$ cat config.mk
export PLATFORM = sky130hd
export DESIGN_NAME = card_sense_irq
export DESIGN_NICKNAME = d
export VERILOG_FILES = /design/src/rtl/card_sense_pkg.sv /design/src/rtl/card_sense_filter.sv /design/src/rtl/card_sense_ctrl.sv /design/src/rtl/card_sense_dp.sv /design/src/rtl/card_sense_irq.sv
export SDC_FILE = /design/constraint.sdc
export NUM_CORES = 1
export LEC_CHECK = 0
export BUFFER_PORTS_ARGS = -buffer_cell sky130_fd_sc_hd__clkbuf_2
export CORE_MARGIN = 5
export CORE_UTILIZATION = 46
export DETAILED_ROUTE_END_ITERATION = 8
export PLACE_DENSITY = 0.66
export SYNTH_ARGS = -nofsm -noshare
export SYNTH_HDL_FRONTEND = slang
export SYNTH_HIERARCHICAL = 1
export SYNTH_SLANG_ARGS = --single-unit
$ cat constraint.sdc
create_clock -name clk -period 4.3 [get_ports clk]
set_input_delay 0.43 -clock clk [delete_from_list [all_inputs] [get_ports clk]]
set_output_delay 0.43 -clock clk [all_outputs]
set_load 0.02 [all_outputs]
$ cat src/rtl/card_sense_pkg.sv
package card_sense_pkg;

  localparam int NUM_FLAGS  = 5;
  localparam int FLG_INS    = 0;
  localparam int FLG_SUPOK  = 1;
  localparam int FLG_OVC    = 2;
  localparam int FLG_SUPERR = 3;
  localparam int FLG_ATR    = 4;

  typedef struct packed {
    logic [NUM_FLAGS-1:0] setVec;
    logic [NUM_FLAGS-1:0] clrVec;
  } flagCmd_t;

endpackage

$ cat src/rtl/card_sense_filter.sv
module card_sense_filter #(
  parameter int SYNC_STAGES = 2,
  parameter int SEL_W       = 3,
  parameter int BASE_SHIFT  = 2
) (
  input  logic             clk,
  input  logic             rstN,
  input  logic             tickEn,
  input  logic             presRaw,
  input  logic             polHigh,
  input  logic [SEL_W-1:0] filtSel,
  output logic             cardIn,
  output logic             cardChange
);

  localparam int MAX_EXP = (1 << SEL_W) - 1 + BASE_SHIFT;
  localparam int CNT_W   = MAX_EXP + 1;

  logic [SYNC_STAGES-1:0] syncQ;
  logic [CNT_W-1:0]       holdCnt;
  logic [CNT_W-1:0]       holdLimit;
  logic                   presentNow;
  logic                   cardInQ;

  // Synchroniser chain, one flop per stage
  for (genvar gi = 0; gi < SYNC_STAGES; gi++) begin : g_sync
    always_ff @(posedge clk or negedge rstN) begin
      if (!rstN) begin
        syncQ[gi] <= 1'b0;
      end else if (gi == 0) begin
        syncQ[gi] <= presRaw;
      end else begin
        syncQ[gi] <= syncQ[(gi == 0) ? 0 : gi-1];
      end
    end
  end

  always_comb begin
    presentNow = polHigh ? syncQ[SYNC_STAGES-1] : ~syncQ[SYNC_STAGES-1];
    holdLimit  = (CNT_W'(1) << (32'(filtSel) + BASE_SHIFT)) - CNT_W'(1);
    cardChange = (presentNow != cardInQ) && tickEn && (holdCnt == holdLimit);
  end

  always_ff @(posedge clk or negedge rstN) begin
    if (!rstN) begin
      holdCnt <= '0;
      cardInQ <= 1'b0;
    end else if (presentNow == cardInQ) begin
      holdCnt <= '0;
    end else if (tickEn) begin
      if (holdCnt == holdLimit) begin
        cardInQ <= presentNow;
        holdCnt <= '0;
      end else begin
        holdCnt <= holdCnt + CNT_W'(1);
      end
    end
  end

  assign cardIn = cardInQ;

  AST_FLIP_ON_TICK: assert property (@(posedge clk) disable iff (!rstN)
    (cardInQ != $past(cardInQ)) |-> $past(tickEn)) else $error("filtered state moved without a tick");

  AST_COUNT_BOUND: assert property (@(posedge clk) disable iff (!rstN)
    holdCnt <= holdLimit || $past(filtSel) != filtSel) else $error("debounce count beyond limit");

endmodule

$ cat src/rtl/card_sense_ctrl.sv
module card_sense_ctrl
  import card_sense_pkg::*;
(
  input  logic     autoResetEn,
  input  logic     evSupplyOk,
  input  logic     evOverCurrent,
  input  logic     evSupplyErr,
  input  logic     evAtrTimeout,
  input  logic     swSetIns,
  input  logic     swSetSupplyErr,
  input  logic     swSetAtr,
  input  logic     ackStatus,
  input  logic     ackConfig0,
  output flagCmd_t cmd
);

  always_comb begin
    cmd = '0;
    // set requests; the insertion change itself is merged in the datapath
    cmd.setVec[FLG_INS]    = swSetIns;
    cmd.setVec[FLG_SUPOK]  = evSupplyOk;
    cmd.setVec[FLG_OVC]    = evOverCurrent;
    cmd.setVec[FLG_SUPERR] = evSupplyErr | swSetSupplyErr;
    cmd.setVec[FLG_ATR]    = (evAtrTimeout & autoResetEn) | swSetAtr;
    // clear requests follow the byte that holds each flag
    cmd.clrVec[FLG_SUPOK]  = ackStatus;
    cmd.clrVec[FLG_OVC]    = ackStatus;
    cmd.clrVec[FLG_INS]    = ackConfig0;
    cmd.clrVec[FLG_SUPERR] = ackConfig0;
    cmd.clrVec[FLG_ATR]    = ackConfig0;
  end

endmodule

$ cat src/rtl/card_sense_dp.sv
module card_sense_dp
  import card_sense_pkg::*;
#(
  parameter int SYNC_STAGES = 2,
  parameter int SEL_W       = 3,
  parameter int BASE_SHIFT  = 2
) (
  input  logic                 clk,
  input  logic                 rstN,
  input  logic                 tickEn,
  input  logic                 presRaw,
  input  logic                 polHigh,
  input  logic [SEL_W-1:0]     filtSel,
  input  logic                 modeLevel,
  input  flagCmd_t             cmd,
  output logic                 cardIn,
  output logic [NUM_FLAGS-1:0] flags,
  output logic                 irqDriveLow
);

  logic                 cardChange;
  logic [NUM_FLAGS-1:0] setAll;

  card_sense_filter #(
    .SYNC_STAGES(SYNC_STAGES),
    .SEL_W      (SEL_W),
    .BASE_SHIFT (BASE_SHIFT)
  ) u_filter (
    .clk       (clk),
    .rstN      (rstN),
    .tickEn    (tickEn),
    .presRaw   (presRaw),
    .polHigh   (polHigh),
    .filtSel   (filtSel),
    .cardIn    (cardIn),
    .cardChange(cardChange)
  );

  always_comb begin
    setAll          = cmd.setVec;
    setAll[FLG_INS] = cmd.setVec[FLG_INS] | cardChange;
  end

  // One latch per flag: a set beats a clear in the same cycle
  for (genvar gf = 0; gf < NUM_FLAGS; gf++) begin : g_flag
    always_ff @(posedge clk or negedge rstN) begin
      if (!rstN) begin
        flags[gf] <= 1'b0;
      end else if (setAll[gf]) begin
        flags[gf] <= 1'b1;
      end else if (cmd.clrVec[gf]) begin
        flags[gf] <= 1'b0;
      end
    end

    AST_SET_WINS: assert property (@(posedge clk) disable iff (!rstN)
      setAll[gf] |=> flags[gf]) else $error("flag lost after set");
  end

  always_comb begin
    if (modeLevel) begin
      irqDriveLow = ~cardIn | flags[FLG_OVC] | flags[FLG_SUPERR];
    end else begin
      irqDriveLow = |flags;
    end
  end

  AST_INS_ON_CHANGE: assert property (@(posedge clk) disable iff (!rstN)
    (cardIn != $past(cardIn)) |-> flags[FLG_INS]) else $error("presence change without flag");

endmodule

$ cat src/rtl/card_sense_irq.sv
module card_sense_irq
  import card_sense_pkg::*;
#(
  parameter int SYNC_STAGES = 2,
  parameter int SEL_W       = 3,
  parameter int BASE_SHIFT  = 2
) (
  input  logic             clk,
  input  logic             rstN,
  input  logic             tickEn,
  input  logic             presRaw,
  input  logic             polHigh,
  input  logic [SEL_W-1:0] filtSel,
  input  logic             modeLevel,
  input  logic             autoResetEn,
  input  logic             evSupplyOk,
  input  logic             evOverCurrent,
  input  logic             evSupplyErr,
  input  logic             evAtrTimeout,
  input  logic             swSetIns,
  input  logic             swSetSupplyErr,
  input  logic             swSetAtr,
  input  logic             ackStatus,
  input  logic             ackConfig0,
  output logic             cardIn,
  output logic             insFlag,
  output logic             supplyOkFlag,
  output logic             overCurFlag,
  output logic             supplyErrFlag,
  output logic             atrErrFlag,
  output logic             irqDriveLow
);

  flagCmd_t             flagCmd;
  logic [NUM_FLAGS-1:0] flagVec;

  card_sense_ctrl u_ctrl (
    .autoResetEn   (autoResetEn),
    .evSupplyOk    (evSupplyOk),
    .evOverCurrent (evOverCurrent),
    .evSupplyErr   (evSupplyErr),
    .evAtrTimeout  (evAtrTimeout),
    .swSetIns      (swSetIns),
    .swSetSupplyErr(swSetSupplyErr),
    .swSetAtr      (swSetAtr),
    .ackStatus     (ackStatus),
    .ackConfig0    (ackConfig0),
    .cmd           (flagCmd)
  );

  card_sense_dp #(
    .SYNC_STAGES(SYNC_STAGES),
    .SEL_W      (SEL_W),
    .BASE_SHIFT (BASE_SHIFT)
  ) u_dp (
    .clk        (clk),
    .rstN       (rstN),
    .tickEn     (tickEn),
    .presRaw    (presRaw),
    .polHigh    (polHigh),
    .filtSel    (filtSel),
    .modeLevel  (modeLevel),
    .cmd        (flagCmd),
    .cardIn     (cardIn),
    .flags      (flagVec),
    .irqDriveLow(irqDriveLow)
  );

  assign insFlag       = flagVec[FLG_INS];
  assign supplyOkFlag  = flagVec[FLG_SUPOK];
  assign overCurFlag   = flagVec[FLG_OVC];
  assign supplyErrFlag = flagVec[FLG_SUPERR];
  assign atrErrFlag    = flagVec[FLG_ATR];

  AST_ATR_GATED: assert property (@(posedge clk) disable iff (!rstN)
    $rose(atrErrFlag) |-> $past(autoResetEn && evAtrTimeout) || $past(swSetAtr)) else $error("timeout flag set while gated");

  AST_LEVEL_ABSENT: assert property (@(posedge clk) disable iff (!rstN)
    (modeLevel && !cardIn) |-> irqDriveLow) else $error("line released with no card");

  AST_IRQ_QUIET: assert property (@(posedge clk) disable iff (!rstN)
    (!modeLevel && !insFlag && !supplyOkFlag && !overCurFlag && !supplyErrFlag && !atrErrFlag) |-> !irqDriveLow) else $error("line pulled with no flag");

  AST_ACK_STATUS: assert property (@(posedge clk) disable iff (!rstN)
    (ackStatus && !evOverCurrent) |=> !overCurFlag) else $error("over-current not cleared");

endmodule

==> flow_metrics.tcl, run 1 <==
set metrics [dict create \
    holdWs_ns 0.0542 \
    setup_tns_ns 0 \
    grt_pass1_wl_um 4190 \
    worstPathArrival_ns 3.01 \
    p_sw_uw 95.3 \
    post_cts_hold_buffer_count 0 \
    p_sw_share_pct 27.2 \
    dieWidth_um 62.8 \
    peakVddDrop_uv 258 \
    syn-cell-area_um2 1280 \
    cts_buffers 3 \
    r2r_slack_ns 1.78 \
    gp_congestion 0.766 \
    path_max_fanout 10 \
    crit_end "u_dp/u_filter/holdCnt[5]" \
    drv_cap 0 \
    r2r_end "u_dp/u_filter/holdCnt[5]" \
    drive_gt1_share_pct 28.1 \
    diodes 0 \
    p_int_uw 255 \
    synth.net_count 154 \
    cts-root-buf "clkbuf_4" \
    cts_sinks 18 \
    synth_ff_type "dfrtp_1" \
    fin_nets 172 \
    rsz0062_at_grt "no" \
    antenna_found_initial 0 \
    end_kind "register" \
    mostFrequentLayoutCell "clkbuf_2" \
    vias 978 \
    ys_types 41 \
    final_cell_mix "25 x clkbuf_2, 18 x dfrtp_1, 8 x a21o_1, 8 x inv_1" \
    crit_start "filtSel[1]" \
    drt-initial-drc-count 48 \
    fp.dieH_um 62.8 \
    path_class "in -> reg" \
    core-area_um2 2710 \
    p_leak_nw 0.681 \
    grt.overflow.total 0 \
    dp_hpwl_um 1970 \
    worst_slack_ns 1.48 \
    wire_per_inst_um 13.9 \
    power_frac_clock_pct 29.5 \
    setup_viol 0 \
    finalCriticalPeriod_ns 2.82 \
    hold_viol_final 0 \
    area_growth_pct 8.98 \
    vias_per_cell 5.53 \
    postCtsSetupRepairBufs 0 \
    start_util_pct 47.3 \
    r2r_start "u_dp/u_filter/holdCnt[8]" \
    io_buffers 25 \
    cp.required_ns 4.48 \
    synth_enable_flop_cells 0 \
    status "finished clean" \
    clock_skew_ns 0.00478 \
    layout.cells.non_filler 177 \
    period_share_pct 65.7 \
    grt_max_degree 19 \
    clk_pin_slew_ns 0.10 \
    ant_nets 0 \
    place_ws_ns 1.16 \
    placedCellCount 173 \
    placement_rows 19 \
    min_path_type "in -> async" \
    cts_buffer_depth 2 \
    start_kind "input port" \
    drc 0 \
    drt-total-wl_um 2460 \
    maxSlewViolCount 0 \
    sequentialPowerShare_pct 51.6 \
    combPwrFrac_pct 18.9 \
    relSlewSlack_pct 52.6 \
    syn_inst 129 \
    htree_levels 1 \
    ys_seq_area_share_pct 35.1 \
    die-area_um2 3940 \
    track_usage_pct 12.8 \
    dr.pass1.iters 4 \
    ctsResizeCount 0 \
    grt_pass1_vias 955 \
    yosys_warnings 6 \
    tightest_slew_ns 0.710 \
    synth_seq_cells 18 \
    synth_area_per_cell_um2 9.94 \
    power.density_nw_per_um2 251 \
    io_pins 26 \
    fmax_mhz 354 \
    cts_tree "built" \
    async_flop_share_pct 100 \
    worstSkewPairLatency_ns 0.29 \
    reg2reg_depth 6 \
]
[kinds of logic (layout without fill, tap and decap cells)]
| group | after synthesis | after routing | share of synthesized area [%] |
|---|---|---|---|
| multiplexers | 2 | 2 | 1.76 |
| adder cells (fa/ha/maj) | 6 | 6 | 5.85 |
| XOR/XNOR | 12 | 12 | 8.20 |
| buffers and inverters | 20 | 37 | 8.98 |
| flip-flops | 18 | 18 | 35.1 |
| AND/OR/NAND/NOR | 42 | 42 | 19.3 |
| AO/OA/AOI/OAI | 29 | 29 | 20.8 |
[sequential cells by signal (all words and copies together), names as in the netlist]
signal / count
u_dp/u_filter/holdCnt: 10
u_dp/flags: 5
u_dp/u_filter/syncQ: 2
u_dp/u_filter/cardIn: 1
[final cells by class]
class | instances | area [um^2]
timing repair buffer | 25 | 125
clock buffer | 4 | 36.3
sequential | 18 | 450
fill | 266 | 1310
tap | 31 | 38.8
multi-input combinational | 91 | 717
inverter | 8 | 30.0
[power by group through the flow]
stage / sequential [mW] / clock [mW] / combinational (mW)
global placement: 0.184 / 0 / 0.0644
finish: 0.181 / 0.103 / 0.0661
floorplan: 0.187 / 0 / 0.0461
detailed placement: 0.184 / 0 / 0.0666
global route: 0.182 / 0.118 / 0.0734
CTS: 0.181 / 0.108 / 0.0668
[synth_stat cells, types with 3 or more instances]
cell	count	share of area, %
ha_1	6	5.9
a211o_1	4	2.7
inv_1	8	2.3
xor2_1	6	4.1
dfrtp_1	18	35
buf_4	8	4.7
a221o_1	4	3.1
a22o_2	3	2.3
nand3_1	7	2.7
or2_2	3	1.5
nor2_1	4	1.2
and2_1	3	1.5
nor4_1	3	1.5
nand2_1	7	2.0
a21o_1	8	4.7
xnor2_1	6	4.1
[worst min path at each step]
stage / startpoint / endpoint / slack, ns / cells after the start
floorplan: rstN / u_dp/flags[0] / 0.13 / 0
global placement: u_dp/u_filter/syncQ[0] / u_dp/u_filter/syncQ[1] / 0.33 / 0
detailed placement: u_dp/u_filter/syncQ[0] / u_dp/u_filter/syncQ[1] / 0.34 / 0
CTS: rstN / u_dp/u_filter/holdCnt[5] / 0.07 / 1
global route: rstN / u_dp/flags[3] / 0.07 / 1
finish: rstN / u_dp/flags[3] / 0.05 / 1
[critical path: stages]
cell and delay [ns]:
clkbuf_2 0.18, inv_1 0.08, ha_1 0.35, or2b_1 0.27, a221o_1 0.36, a211o_1 0.34, a2111oi_4 0.53, nor2_4 0.10
a221o_1 0.34
[metrics by stage]
stage	total power, mW	area, um^2	util (%)
finish	0.350	1400	51.6
floorplan	0.233	1280	-
global placement	0.248	1360	50.2
global route	0.373	1400	51.6
detailed placement	0.251	1360	50.2
CTS	0.355	1400	51.6
[layer usage]
layer,up-vias,track usage (%),part of all wire [%]
met5,-,0,0
met4,0,1.59,0
met3,0,3.60,3.7
met2,19,22.7,52
met1,468,15.6,44
li1,491,-,-
No activity file was read; power rests on OpenSTA's default activity.
==> run 2: changes to the inputs <==
Settings changed: PLACE_DENSITY 0.66 to 0.68.
Clock period 4.3 ns to 2.3 ns, I/O delays scaled along.
==> run 2 against run 1 <==
  * First-iteration DRC count down 33%
  * Clock skew up 0.0081 ns
  * Sequential cell count unchanged
  * Global-route usage up 0.79 points
  * Non-clock buffer count increased by 16
  * Total power grew 97%
  * Final area is 11% higher
  * Wire length grew 4.8%
  * Sequential share of layout area decreased by 3.1 points
  * Register-to-register slack worse by 1.7 ns
  * Largest cell class unchanged
  * Largest power group unchanged
==> flow_metrics.tcl, run 2 (same netlist as run 1, synthesis figures left out) <==
set metrics [dict create \
    min_from "presRaw" \
    reg2reg_depth 7 \
    clock_skew_ns 0.0128 \
    critPathMostFrequentCell "buf_4" \
    layout.cells.non_filler 193 \
    drive_gt1_share_pct 38.3 \
    peakVddDrop_uv 448 \
    tightest_slew_ns 0.686 \
    grt_pass1_wl_um 4420 \
    start_util_pct 47.3 \
    place_ws_ns -0.243 \
    drc 0 \
    die-area_um2 3940 \
    slowest_delay_ns 0.35 \
    crit_slowest_cell "mux2_1" \
    setup_viol 0 \
    relSlewSlack_pct 54.2 \
    dp_hpwl_um 1990 \
    cp.required_ns 2.50 \
    r2r_start "u_dp/u_filter/holdCnt[8]" \
    grt.overflow.total 0 \
    status "finished clean" \
    postCtsSetupRepairBufs 0 \
    drt-total-wl_um 2580 \
    clk_pin_slew_ns 0.11 \
    period_share_pct 97.3 \
    maxSlewViolCount 0 \
    drt-initial-drc-count 32 \
    design_area_um2 1550 \
    track_usage_pct 13.5 \
    fin_nets 188 \
    placement_rows 19 \
    r2r_slack_ns 0.13 \
    start_kind "input port" \
    cts-root-buf "clkbuf_4" \
    antenna_found_initial 0 \
    diodes 0 \
    worstPathArrival_ns 2.44 \
    dieWidth_um 62.8 \
    cts_buffer_depth 2 \
    grt_pass1_vias 1005 \
    area_growth_pct 20.7 \
    path_class "in -> reg" \
    path_max_fanout 10 \
    p_leak_nw 0.760 \
    cts_tree "built" \
    power.density_nw_per_um2 445 \
    htree_levels 1 \
    path_cells "clkbuf_2 -> ha_1 -> mux2_1 -> o31ai_2 -> xnor2_1 -> buf_4 -> a2111oi_4 -> buf_4 -> nor2_4 -> a221o_1" \
    fp.dieH_um 62.8 \
    cts_sinks 18 \
    hold_viol_final 0 \
    r2r_end "u_dp/u_filter/holdCnt[5]" \
    largest_reg_flops 10 \
    dr.pass1.iters 4 \
    io_buffers 25 \
    ant_nets 0 \
    vias_per_cell 5.42 \
    cts_buffers 3 \
    gp_congestion 0.849 \
    largest-register "u_dp/u_filter/holdCnt" \
    end_kind "register" \
    wire_per_inst_um 13.3 \
    hold_depth 1 \
    io_pins 26 \
    finalCriticalPeriod_ns 2.24 \
    final_cell_mix "25 x clkbuf_2, 18 x dfrtp_1, 15 x buf_4, 8 x a21o_1" \
    dpl_cell_area_um2 1490 \
    vias 1047 \
    fmax_mhz 447 \
    top_regs "u_dp/u_filter/holdCnt x10, u_dp/flags x5, u_dp/u_filter/syncQ x2" \
    grt_max_degree 19 \
    worstSkewPairLatency_ns 0.30 \
    mostFrequentLayoutCell "clkbuf_2" \
    worst_slack_ns 0.0611 \
    core-area_um2 2710 \
    drv_cap 0 \
    crit_start "filtSel[1]" \
    placedCellCount 188 \
    min_to "u_dp/u_filter/syncQ[0]" \
    min_path_type "in -> reg" \
]
## run 2: changes by cell type in the layout (fill, tap and decap cells not counted)
cell           before  now
dlygate4sd3_1       0    1
inv_2               0    2
nor4b_2             0    1
inv_1               8    6
o31ai_1             2    1
buf_4               0   15
ha_1                6    5
o31ai_2             0    1
a21oi_2             0    1
nor4b_1             2    1
a21oi_1             1    0
ha_4                0    1
## run 2: critical path, delay by kind of cell
family	cells	cell delay [ns]
xor+xnor	1	0.13
fa+ha+maj	1	0.31
simple gates	1	0.06
compound gates	3	0.88
buf+inv	3	0.47
mux	1	0.35
## run 2: worst max-delay path by stage
| stage | cells after the start | to |
|---|---|---|
| after floorplan | 8 | u_dp/u_filter/holdCnt[5] |
| after global placement | 10 | u_dp/u_filter/holdCnt[5] |
| after detailed placement | 10 | u_dp/u_filter/holdCnt[4] |
| after CTS | 10 | u_dp/u_filter/holdCnt[6] |
| after global routing | 10 | u_dp/u_filter/holdCnt[5] |
| final | 10 | u_dp/u_filter/holdCnt[5] |
## run 2: cell type report
class | instances | area [um^2]
clock buffers | 4 | 36.3
repair buffers | 41 | 248
inverters | 8 | 30.0
multi-input cells | 91 | 744
flip-flops and latches | 18 | 450
fillers | 245 | 1160
well taps | 31 | 38.8
## run 2: timing repair
action | in CTS | in global routing
endpoints found under the setup margin | 0 | 5
hold buffers | 1 | 0
endpoints found under the hold margin | 18 | 0
gates resized for setup | 0 | 3
## run 2: routing by layer
metal  GRT usage (%)  wire length, um
met1            17.0             1160
met2            23.6             1320
met3            3.42               80
met4            2.39               12
met5               0                0
## run 2: where the power goes
part           internal (mW)  switching, mW  total, mW  leakage (nW)
Clock                 0.0965         0.0979      0.194        0.0210
Combinational         0.0754         0.0803      0.156         0.512
Sequential             0.328         0.0103      0.338         0.228
Total                  0.500          0.189      0.689         0.760
## run 2: stage by stage
step | setup TNS (ns) | power [mW] | hold WS (ns) | utilization [%]
floorplan | -0.0110 | 0.439 | -0.0656 | -
global placement | -1.18 | 0.491 | 0.188 | 54.8
detailed placement | -1.86 | 0.496 | 0.206 | 54.8
CTS | 0 | 0.696 | 0.0267 | 56.6
global route | -0.0426 | 0.733 | 0.0221 | 57.1
finish | 0 | 0.689 | 0.0408 | 57.1
==> run 3: changes to the inputs <==
Settings changed: PLACE_DENSITY 0.68 to 0.69, SYNTH_HIERARCHICAL 1 to default.
==> run 3 against run 2 <==
  * Hold slack got worse by 0.00069 ns
  * Die area fell by 3.5%
  * Sequential cell count unchanged
  * Largest power group unchanged
==> flow_metrics.tcl, run 3 <==
set metrics [dict create \
    status "finished clean" \
    synth_top_cell_by_area "dfrtp_1" \
    worstPathArrival_ns 2.20 \
    ys_types 40 \
    cts_buffer_depth 2 \
    netlist_top_cells_count "19 x nand2_1, 18 x dfrtp_1, 7 x inv_1, 7 x o21ai_0, 7 x xnor2_1" \
    postCtsSetupRepairBufs 0 \
    synth_ff_type "dfrtp_1" \
    cts_tree "built" \
    largest_reg_flops 10 \
    peakVddDrop_uv 542 \
    htree_levels 1 \
    end_kind "register" \
    core-area_um2 2520 \
    diodes 0 \
    path_max_fanout 7 \
    vias 1103 \
    placedCellCount 193 \
    drive_gt1_share_pct 31.0 \
    synth_seq_cells 18 \
    combPwrFrac_pct 21.7 \
    relSlewSlack_pct 55.0 \
    dp_hpwl_um 2190 \
    cts-root-buf "clkbuf_4" \
    cp.required_ns 2.47 \
    synth_area_per_cell_um2 9.38 \
    synth.net_count 156 \
    final_cell_mix "25 x clkbuf_2, 19 x nand2_1, 18 x dfrtp_1, 10 x buf_4" \
    place_ws_ns -0.0451 \
    worst_slack_ns 0.273 \
    layout.cells.non_filler 198 \
    sequentialPowerShare_pct 49.9 \
    synth_enable_flop_cells 0 \
    fin_nets 194 \
    ant_nets 0 \
    fp.dieH_um 61.7 \
    power_frac_clock_pct 28.4 \
    cts_buffers 3 \
    clk_pin_slew_ns 0.10 \
    placement_rows 18 \
    area_growth_pct 24.3 \
    ys_seq_area_share_pct 36.7 \
    grt_pass1_wl_um 4510 \
    async_flop_share_pct 100 \
    finalCriticalPeriod_ns 2.03 \
    io_buffers 25 \
    start_kind "input port" \
    wire_per_inst_um 13.8 \
    period_share_pct 88.1 \
    die-area_um2 3800 \
    power.density_nw_per_um2 444 \
    nFillCells 227 \
    drc 0 \
    p_sw_uw 185 \
    start_util_pct 48.7 \
    vias_per_cell 5.57 \
    ff_latch_area_um2 450 \
    yosys_warnings 0 \
    cts_sinks 18 \
    dr.pass1.iters 4 \
    gp_congestion 0.911 \
    setup_viol 0 \
    p_int_uw 494 \
    top_regs "u_dp.u_filter.holdCnt x10, u_dp.flags x5, u_dp.u_filter.syncQ x2" \
    yosys.area.top_type_share_pct 36.7 \
    grt_pass1_vias 1057 \
    fmax_mhz 493 \
    synth_area_leaders "dfrtp_1 37%, ha_1 6.1%, nand2_1 5.8%" \
    track_usage_pct 15.4 \
    tightest_slew_ns 0.671 \
    largest-register "u_dp.u_filter.holdCnt" \
    antenna_found_initial 0 \
    drt-initial-drc-count 27 \
    p_sw_share_pct 27.2 \
    drv_cap 0 \
    p_leak_nw 0.681 \
    syn_inst 131 \
    synth_most_common_cell "nand2_1" \
    clock_skew_ns 0.00257 \
    dieWidth_um 61.7 \
    hold_viol_final 0 \
    rsz0062_at_grt "no" \
    io_pins 26 \
    worstSkewPairLatency_ns 0.29 \
    maxSlewViolCount 0 \
    multi_input_area_um2 767 \
    syn-cell-area_um2 1230 \
    grt.overflow.total 0 \
    mostFrequentLayoutCell "clkbuf_2" \
    drt-total-wl_um 2730 \
    min_path_type "in -> reg" \
    path_class "in -> reg" \
    grt_max_degree 19 \
]
## run 3: changes by cell type in the layout (fill, tap and decap cells not counted), moves of 5 or more
cell	previous run	this run
a21o_1	8	3
o211ai_1	0	5
nor3_1	0	6
nand2_1	7	19
o21ai_0	1	7
buf_4	15	10
## run 3: power by group through the flow
stage | Sequential, mW | Combinational [mW] | Clock [mW]
3_5_place_dp | 0.345 | 0.147 | 0
5_1_grt | 0.340 | 0.162 | 0.211
2_1_floorplan | 0.349 | 0.0821 | 0
4_1_cts | 0.338 | 0.149 | 0.197
6_report | 0.338 | 0.147 | 0.193
3_3_place_gp | 0.344 | 0.143 | 0
## run 3: area by class of cell
class	instances	share of cell area (%)
inverters	7	1.72
flip-flops and latches	18	29.5
multi-input cells	103	50.2
repair buffers	36	13.8
well taps	30	2.46
clock buffers	4	2.38
## run 3: what timing repair did
item | 4_1_cts | 5_1_grt
hold endpoints to repair | 18 | 0
hold buffers | 1 | 0
resized for setup | 0 | 0
## run 3: final timing paths
check / from / to / slack, ns / depth (start not counted)
setup reg to reg: u_dp.u_filter.holdCnt[5] / u_dp.u_filter.cardIn / 0.32 / 6
setup / recovery: filtSel[1] / u_dp.u_filter.holdCnt[7] / 0.27 / 10
max in group asynchronous: rstN / u_dp.u_filter.holdCnt[1] / 1.60 / 2
min in group asynchronous: rstN / u_dp.u_filter.holdCnt[9] / 0.39 / 2
hold reg to reg: u_dp.u_filter.syncQ[0] / u_dp.u_filter.syncQ[1] / 0.38 / 0
hold / removal: presRaw / u_dp.u_filter.syncQ[0] / 0.04 / 1
## run 3: worst max-delay path: stages
cell and delay (ns):
clkbuf_2 0.13, inv_1 0.09, ha_4 0.27, nand2b_4 0.17, o21ai_0 0.19, xnor2_1 0.10
or4_4 0.54, buf_4 0.17, o21ai_0 0.18, o211ai_1 0.12
## run 3: metrics by stage
step | total power, mW | hold WS [ns] | cell area, um^2 | utilization, % | setup TNS (ns)
4_1_cts | 0.685 | 0.0367 | 1530 | 60.6 | 0
3_5_place_dp | 0.491 | 0.198 | 1480 | 58.7 | -0.0984
5_1_grt | 0.714 | 0.0220 | 1530 | 60.6 | 0
6_report | 0.679 | 0.0401 | 1530 | 60.6 | 0
3_3_place_gp | 0.486 | 0.188 | 1480 | 58.7 | -0.0131
2_1_floorplan | 0.431 | -0.0656 | 1270 | - | 0
## run 3: cell families (layout without fill, tap and decap cells)
family	after synthesis	after routing	synth area share [%]
flops	18	18	36.7
buf+inv	10	47	4.28
compound gates	31	31	18.4
fa+ha+maj	6	6	6.11
mux	2	2	2.14
simple gates	52	52	23.8
xor+xnor	12	12	8.55
## run 3: per-layer routing
| metal | GRT usage, % | wire length, um | share of wire (%) | up-vias |
|---|---|---|---|---|
| li1 | - | - | - | 546 |
| met1 | 20.5 | 1200 | 44 | 535 |
| met2 | 26.6 | 1410 | 52 | 22 |
| met3 | 3.77 | 115 | 4.2 | 0 |
| met4 | 0.909 | 0 | 0 | 0 |
| met5 | 0 | 0 | 0 | - |
